$ cat src/rtl/twc_pkg.sv
package twc_pkg;

  typedef enum logic [2:0] {
    ST_IDLE,
    ST_ADDR,
    ST_CMD,
    ST_WDATA,
    ST_ACK,
    ST_RD_BYTE,
    ST_RD_ACK,
    ST_IGNORE
  } twc_state_e;

  // Synchronized bus levels and the events derived from them.
  typedef struct packed {
    logic scl;
    logic sda;
    logic scl_rise;
    logic scl_fall;
    logic start;
    logic stop;
  } twc_ev_t;

endpackage

$ cat src/rtl/twc_sync.sv
module twc_sync #(
  parameter int STAGES = 2,
  parameter int LINES  = 2
) (
  input  logic             clk,
  input  logic             rst_n,
  input  logic [LINES-1:0] raw_i,
  output logic [LINES-1:0] sync_o
);

  for (genvar g = 0; g < LINES; g++) begin : g_line
    logic [STAGES-1:0] chain_q;
    always_ff @(posedge clk or negedge rst_n) begin
      if (!rst_n) chain_q <= '1;
      else        chain_q <= {chain_q[STAGES-2:0], raw_i[g]};
    end
    assign sync_o[g] = chain_q[STAGES-1];
  end

endmodule

$ cat src/rtl/twc_events.sv
module twc_events
  import twc_pkg::*;
(
  input  logic    clk,
  input  logic    rst_n,
  input  logic    scl_i,
  input  logic    sda_i,
  output twc_ev_t ev_o
);

  logic scl_q, sda_q;

  always_ff @(posedge clk or negedge rst_n) begin
    if (!rst_n) begin
      scl_q <= 1'b1;
      sda_q <= 1'b1;
    end else begin
      scl_q <= scl_i;
      sda_q <= sda_i;
    end
  end

  always_comb begin
    ev_o.scl      = scl_i;
    ev_o.sda      = sda_i;
    ev_o.scl_rise = scl_i & ~scl_q;
    ev_o.scl_fall = ~scl_i & scl_q;
    ev_o.start    = scl_i & scl_q & sda_q & ~sda_i;
    ev_o.stop     = scl_i & scl_q & ~sda_q & sda_i;
  end

endmodule

$ cat src/rtl/twc_engine.sv
module twc_engine
  import twc_pkg::*;
#(
  parameter int              DATA_W   = 8,
  parameter logic [DATA_W-2:0] SLV_ADDR = 7'b0101100,
  parameter logic [DATA_W-1:0] CMD_WR   = 8'hAA,
  parameter logic [DATA_W-1:0] CMD_RD   = 8'h00
) (
  input  logic              clk,
  input  logic              rst_n,
  input  twc_ev_t           ev_i,
  output logic              pull_o,
  output logic [DATA_W-1:0] cfg_o
);

  localparam int CNT_W = $clog2(DATA_W + 1);
  localparam logic [CNT_W-1:0] FULL = CNT_W'(DATA_W);
  localparam logic [CNT_W-1:0] LAST = CNT_W'(DATA_W - 1);

  twc_state_e        state_q, next_q;
  logic [CNT_W-1:0]  cnt_q;
  logic [DATA_W-1:0] rx_q, tx_q, cfg_q;
  logic              pull_q, armed_q, wr_pend_q, mack_q;

  logic byte_done, addr_hit, addr_ok;
  assign byte_done = ev_i.scl_fall && (cnt_q == FULL);
  assign addr_hit  = (rx_q[DATA_W-1:1] == SLV_ADDR);
  assign addr_ok   = addr_hit && (!rx_q[0] || armed_q);

  always_ff @(posedge clk or negedge rst_n) begin
    if (!rst_n) begin
      state_q   <= ST_IDLE;
      next_q    <= ST_IDLE;
      cnt_q     <= '0;
      rx_q      <= '0;
      tx_q      <= '0;
      cfg_q     <= '0;
      pull_q    <= 1'b0;
      armed_q   <= 1'b0;
      wr_pend_q <= 1'b0;
      mack_q    <= 1'b1;
    end else if (ev_i.start) begin
      state_q   <= ST_ADDR;
      cnt_q     <= '0;
      pull_q    <= 1'b0;
      wr_pend_q <= 1'b0;
    end else if (ev_i.stop) begin
      state_q   <= ST_IDLE;
      pull_q    <= 1'b0;
      armed_q   <= 1'b0;
      wr_pend_q <= 1'b0;
    end else begin
      unique case (state_q)
        ST_ADDR, ST_CMD, ST_WDATA: begin
          if (ev_i.scl_rise && cnt_q != FULL) begin
            rx_q  <= {rx_q[DATA_W-2:0], ev_i.sda};
            cnt_q <= cnt_q + CNT_W'(1);
          end
          if (byte_done) begin
            state_q <= ST_IGNORE;
            if (state_q == ST_ADDR) begin
              if (addr_ok) begin
                pull_q  <= 1'b1;
                state_q <= ST_ACK;
                next_q  <= rx_q[0] ? ST_RD_BYTE : ST_CMD;
              end
            end else if (state_q == ST_CMD) begin
              if (rx_q == CMD_WR) begin
                pull_q  <= 1'b1;
                state_q <= ST_ACK;
                next_q  <= ST_WDATA;
              end else if (rx_q == CMD_RD) begin
                pull_q  <= 1'b1;
                armed_q <= 1'b1;
                state_q <= ST_ACK;
                next_q  <= ST_IGNORE;
              end
            end else begin
              pull_q    <= 1'b1;
              wr_pend_q <= 1'b1;
              state_q   <= ST_ACK;
              next_q    <= ST_IGNORE;
            end
          end
        end
        ST_ACK: begin
          if (ev_i.scl_fall) begin
            pull_q  <= 1'b0;
            cnt_q   <= '0;
            state_q <= next_q;
            if (wr_pend_q) begin
              cfg_q     <= rx_q;
              wr_pend_q <= 1'b0;
            end
            if (next_q == ST_RD_BYTE) begin
              pull_q <= ~cfg_q[DATA_W-1];
              tx_q   <= {cfg_q[DATA_W-2:0], 1'b1};
            end
          end
        end
        ST_RD_BYTE: begin
          if (ev_i.scl_fall) begin
            if (cnt_q == LAST) begin
              pull_q  <= 1'b0;
              cnt_q   <= '0;
              state_q <= ST_RD_ACK;
            end else begin
              pull_q <= ~tx_q[DATA_W-1];
              tx_q   <= {tx_q[DATA_W-2:0], 1'b1};
              cnt_q  <= cnt_q + CNT_W'(1);
            end
          end
        end
        ST_RD_ACK: begin
          if (ev_i.scl_rise) mack_q <= ev_i.sda;
          if (ev_i.scl_fall) begin
            if (!mack_q) begin
              state_q <= ST_RD_BYTE;
              pull_q  <= ~cfg_q[DATA_W-1];
              tx_q    <= {cfg_q[DATA_W-2:0], 1'b1};
            end else begin
              state_q <= ST_IGNORE;
            end
          end
        end
        default: ;
      endcase
    end
  end

  assign pull_o = pull_q;
  assign cfg_o  = cfg_q;

endmodule

$ cat src/rtl/twc_slave.sv
module twc_slave
  import twc_pkg::*;
#(
  parameter logic [6:0] SLV_ADDR    = 7'b0101100,
  parameter logic [7:0] CMD_WR      = 8'hAA,
  parameter logic [7:0] CMD_RD      = 8'h00,
  parameter int         DAC_W       = 5,
  parameter int         SYNC_STAGES = 2
) (
  input  logic             clk,
  input  logic             rst_n,
  input  logic             scl_i,
  input  logic             sda_i,
  output logic             sda_pull_o,
  output logic [DAC_W-1:0] dac_code_o,
  output logic [7-DAC_W:0] dig_out_o
);

  localparam int DATA_W = 8;

  logic [1:0]        line_s;
  twc_ev_t           ev;
  logic [DATA_W-1:0] cfg;

  twc_sync #(.STAGES(SYNC_STAGES), .LINES(2)) u_sync (
    .clk    (clk),
    .rst_n  (rst_n),
    .raw_i  ({scl_i, sda_i}),
    .sync_o (line_s)
  );

  twc_events u_events (
    .clk   (clk),
    .rst_n (rst_n),
    .scl_i (line_s[1]),
    .sda_i (line_s[0]),
    .ev_o  (ev)
  );

  twc_engine #(
    .DATA_W   (DATA_W),
    .SLV_ADDR (SLV_ADDR),
    .CMD_WR   (CMD_WR),
    .CMD_RD   (CMD_RD)
  ) u_engine (
    .clk    (clk),
    .rst_n  (rst_n),
    .ev_i   (ev),
    .pull_o (sda_pull_o),
    .cfg_o  (cfg)
  );

  assign dac_code_o = cfg[DAC_W-1:0];
  assign dig_out_o  = cfg[DATA_W-1:DAC_W];

endmodule

$ cat config.mk
export PLATFORM = sky130hd
export DESIGN_NAME = twc_slave
export DESIGN_NICKNAME = d
export VERILOG_FILES = /design/src/rtl/twc_pkg.sv /design/src/rtl/twc_sync.sv /design/src/rtl/twc_events.sv /design/src/rtl/twc_engine.sv /design/src/rtl/twc_slave.sv
export SDC_FILE = /design/constraint.sdc
export NUM_CORES = 1
export LEC_CHECK = 0
export ABC_AREA = 1
export BUFFER_PORTS_ARGS = -buffer_cell sky130_fd_sc_hd__buf_2
export CAP_MARGIN = 30
export CORE_MARGIN = 4
export CORE_UTILIZATION = 45
export CTS_BUF_LIST = sky130_fd_sc_hd__clkbuf_4 sky130_fd_sc_hd__clkbuf_8 sky130_fd_sc_hd__clkbuf_16
export CTS_CLUSTER_SIZE = 16
export DETAILED_ROUTE_END_ITERATION = 6
export HOLD_SLACK_MARGIN = 0.02
export MAX_ROUTING_LAYER = met4
export SLEW_MARGIN = 0
export SYNTH_ARGS = -nofsm -noshare
export SYNTH_HDL_FRONTEND = slang
export SYNTH_HIERARCHICAL = 1
export SYNTH_SLANG_ARGS = --single-unit
$ cat constraint.sdc
create_clock -name clk -period 1.9 [get_ports clk]
set_input_delay 0.38 -clock clk [delete_from_list [all_inputs] [get_ports clk]]
set_output_delay 0.38 -clock clk [all_outputs]
set_load 0.02 [all_outputs]
==> run_results.csv <==
group,metric,value,unit
global_routing,grt_usage,17.5,%
sta,max_slew.worst_pin.slew,0.491,ns
drt,ant_nets,0,
min_path,hold_class,"input port to asynchronous set/reset pin",
drt,routed_wirelength,4.97,mm
die,fp-row-count,26,
die,coreArea,0.00507,sq mm
die,fp.dieH,80.3,um
global_routing,top_usage_layer,"met2",
setup_path,crit_arrival,1.94,ns
setup_path,end_kind,"flip-flop",
yosys,synth_nets,294,
cts,clk_latency,0.31,ns
global_routing,grt_antenna_before_repair,0,
placement,dp_cells,369,
pwr,leakagePower,1.32,nW
drt,routed-via-count,1853,
cts,cts_setup_buffers,0,
global_routing,met3_usage,3.92,%
sta,period_share,91.8,%
die,io_pins,13,
global_routing,grt_first_pass_wirelength,8.38,mm
setup_path,path_class,"flip-flop to flip-flop",
layout,final.fill_count,509,
die,die_x,80.3,um
pwr,ir_drop,0.579,mV
layout,n_antenna_cell,0,
global_routing,overflow,0,
sta,fin_setup_tns,0,ns
sta,skew,0.00588,ns
layout,final-seq-area,0.00111,sq mm
placement,dp_hpwl,3.74,mm
run_status,outcome,"complete, no violations",
layout,drive_above_1_share,21.5,%
cts,cts-root-buf,"clkbuf_8",
sta,rsz0062_at_grt,"false",
setup_path,critPathRequiredTime,2.10,ns
placement,gp_congestion,0.877,
cts,tritoncts,"yes",
drt,dr.pass1.iters,4,
cts,h-tree-depth,2,
drt,routedWlPerCell,13.2,um
pwr,seqPwrFrac,38.1,%
die,initial_utilization,46.4,%
sta,hold_viol,0,
pwr,power_frac_comb,41.3,%
sta,fin_crit,1.74,ns
placement,portBuffers,12,
drt,drc_errors,0,
sta,setup_violations,0,
drt,drt-initial-drc-count,97,
global_routing,grt_max_degree,24,
yosys,ys_warn_count,6,
layout,final_area,0.00263,sq mm
global_routing,grt_pass1_vias,1731,
placement,placed_area,0.00249,sq mm
die,dieArea,0.00645,sq mm
yosys,syn_avg_cell_area,8.18,sq um
pwr,p_switching,1.57,mW
sta,slew_headroom,67.2,%
cts,cts-buffers-inserted,5,
layout,utilization,51.8,%
layout,multi_input_area,0.00105,sq mm
sta,slew_violations,0,
cts,clk_path_buf_depth,2,
setup_path,worst-path-max-fanout,15,
setup_path,cp-start-kind,"flip-flop",
pwr,internal-power,2.15,mW
run,maxCapViolCount,0,
cts,clkSinkCount,44,
layout,area_delta_synth_final,11.6,%
placement,place_ws,0.104,ns
drt,via_per_inst,4.92,
pwr,p_sw_share,42.3,%
sta,setup_ws,0.157,ns
cts,clkTransAtPathRegs,0.09,ns
global_routing,met2_usage,25.4,%
yosys,syn_inst,288,
pwr,pwr_density_cell,1420,mW/mm^2
global_routing,met1_usage,23.6,%
sta,fmax,574,MHz
layout,finalNonFillerCells,377,
layout,nNetsFinal,312,
yosys,netlist_area,0.00235,sq mm
setup_path,ff2ff_setup_slack,0.16,ns
pwr,clockPowerShare,20.7,%
-- cells in the final DEF (no fill, tap or decap), drive strengths merged --
cell type  instances
xnor2              1
o221ai             1
xor2               1
dfstp              7
ha                 2
dfrtp             37
nor2              37
mux2i              6
clkinv             1
a21oi              8
buf               19
nand2             77
nand3             18
nand4              6
a211oi             1
a31oi              2
nor3               5
o21ai             36
clkbuf             6
bufinv             1
inv               35
-- critical path, cell delays in order, from the launching register on --
cell,delay [ns]
dfstp_2,0.56
inv_1,0.04
nand2_1,0.06
nor2_2,0.06
nor2_4,0.22
inv_2,0.11
nor2_4,0.13
nand4_2,0.14
buf_12,0.18
nand2_1,0.07
o21ai_2,0.05
-- worst paths after layout --
| check | from | cells past startpoint | endpoint |
|---|---|---|---|
| max in group asynchronous | rst_n | 2 | u_engine/state_q[1] |
| min reg2reg | u_sync/g_line[1].chain_q[0] | 0 | u_sync/g_line[1].chain_q[1] |
| max | u_sync/g_line[0].chain_q[1] | 10 | u_engine/tx_q[4] |
| max reg2reg | u_sync/g_line[0].chain_q[1] | 10 | u_engine/tx_q[4] |
| min | rst_n | 1 | u_engine/tx_q[2] |
| min in group clk | sda_i | 1 | u_sync/g_line[0].chain_q[0] |
-- through the flow --
| stage | hold WS, ns | power (mW) |
|---|---|---|
| 5_1_grt | 0.0511 | 4.02 |
| 3_5_place_dp | 0.347 | 2.94 |
| 6_report | 0.0275 | 3.72 |
| 3_3_place_gp | 0.348 | 2.96 |
| 2_1_floorplan | 0.0844 | 2.61 |
| 4_1_cts | 0.0430 | 3.72 |
-- layer usage --
layer / vias to the layer above / share of wire (%)
met2: 45 / 45
li1: 961 / -
met4: 0 / 2.2
met3: 9 / 4.0
met1: 838 / 49
met5: - / 0
-- sequential cells by signal, indices dropped and copies added, names as in the netlist --
register	flops
u_engine/armed_q	1
u_sync/g_line.chain_q	4
u_engine/next_q	3
u_engine/pull_o	1
u_events/scl_q	1
u_engine/wr_pend_q	1
u_events/sda_q	1
u_engine/tx_q	8
u_engine/state_q	3
u_engine/cfg_o	8
u_engine/mack_q	1
u_engine/rx_q	8
u_engine/cnt_q	4
-- timing repair --
item,in CTS,in global routing
endpoints found under the setup margin,0,18
hold buffers,0,0
resized for setup,0,4
-- cell type report --
cell class                      count  share of cell area (%)
Inverter                           35                    5.00
Clock inverter                      2                    1.48
Clock buffer                        6                    3.14
Timing Repair Buffer               19                    4.76
Sequential cell                    44                    42.2
Multi-Input combinational cell    201                    40.1
Tap cell                           70                    3.33
-- power groups by stage --
stage               Sequential (mW)  Combinational, mW  Clock, mW
floorplan                      1.40               1.21          0
global placement               1.43               1.53          0
detailed placement             1.43               1.51          0
CTS                            1.41               1.52      0.788
global route                   1.45               1.74      0.821
finish                         1.42               1.53      0.769
(Power assumes the default switching activity.)
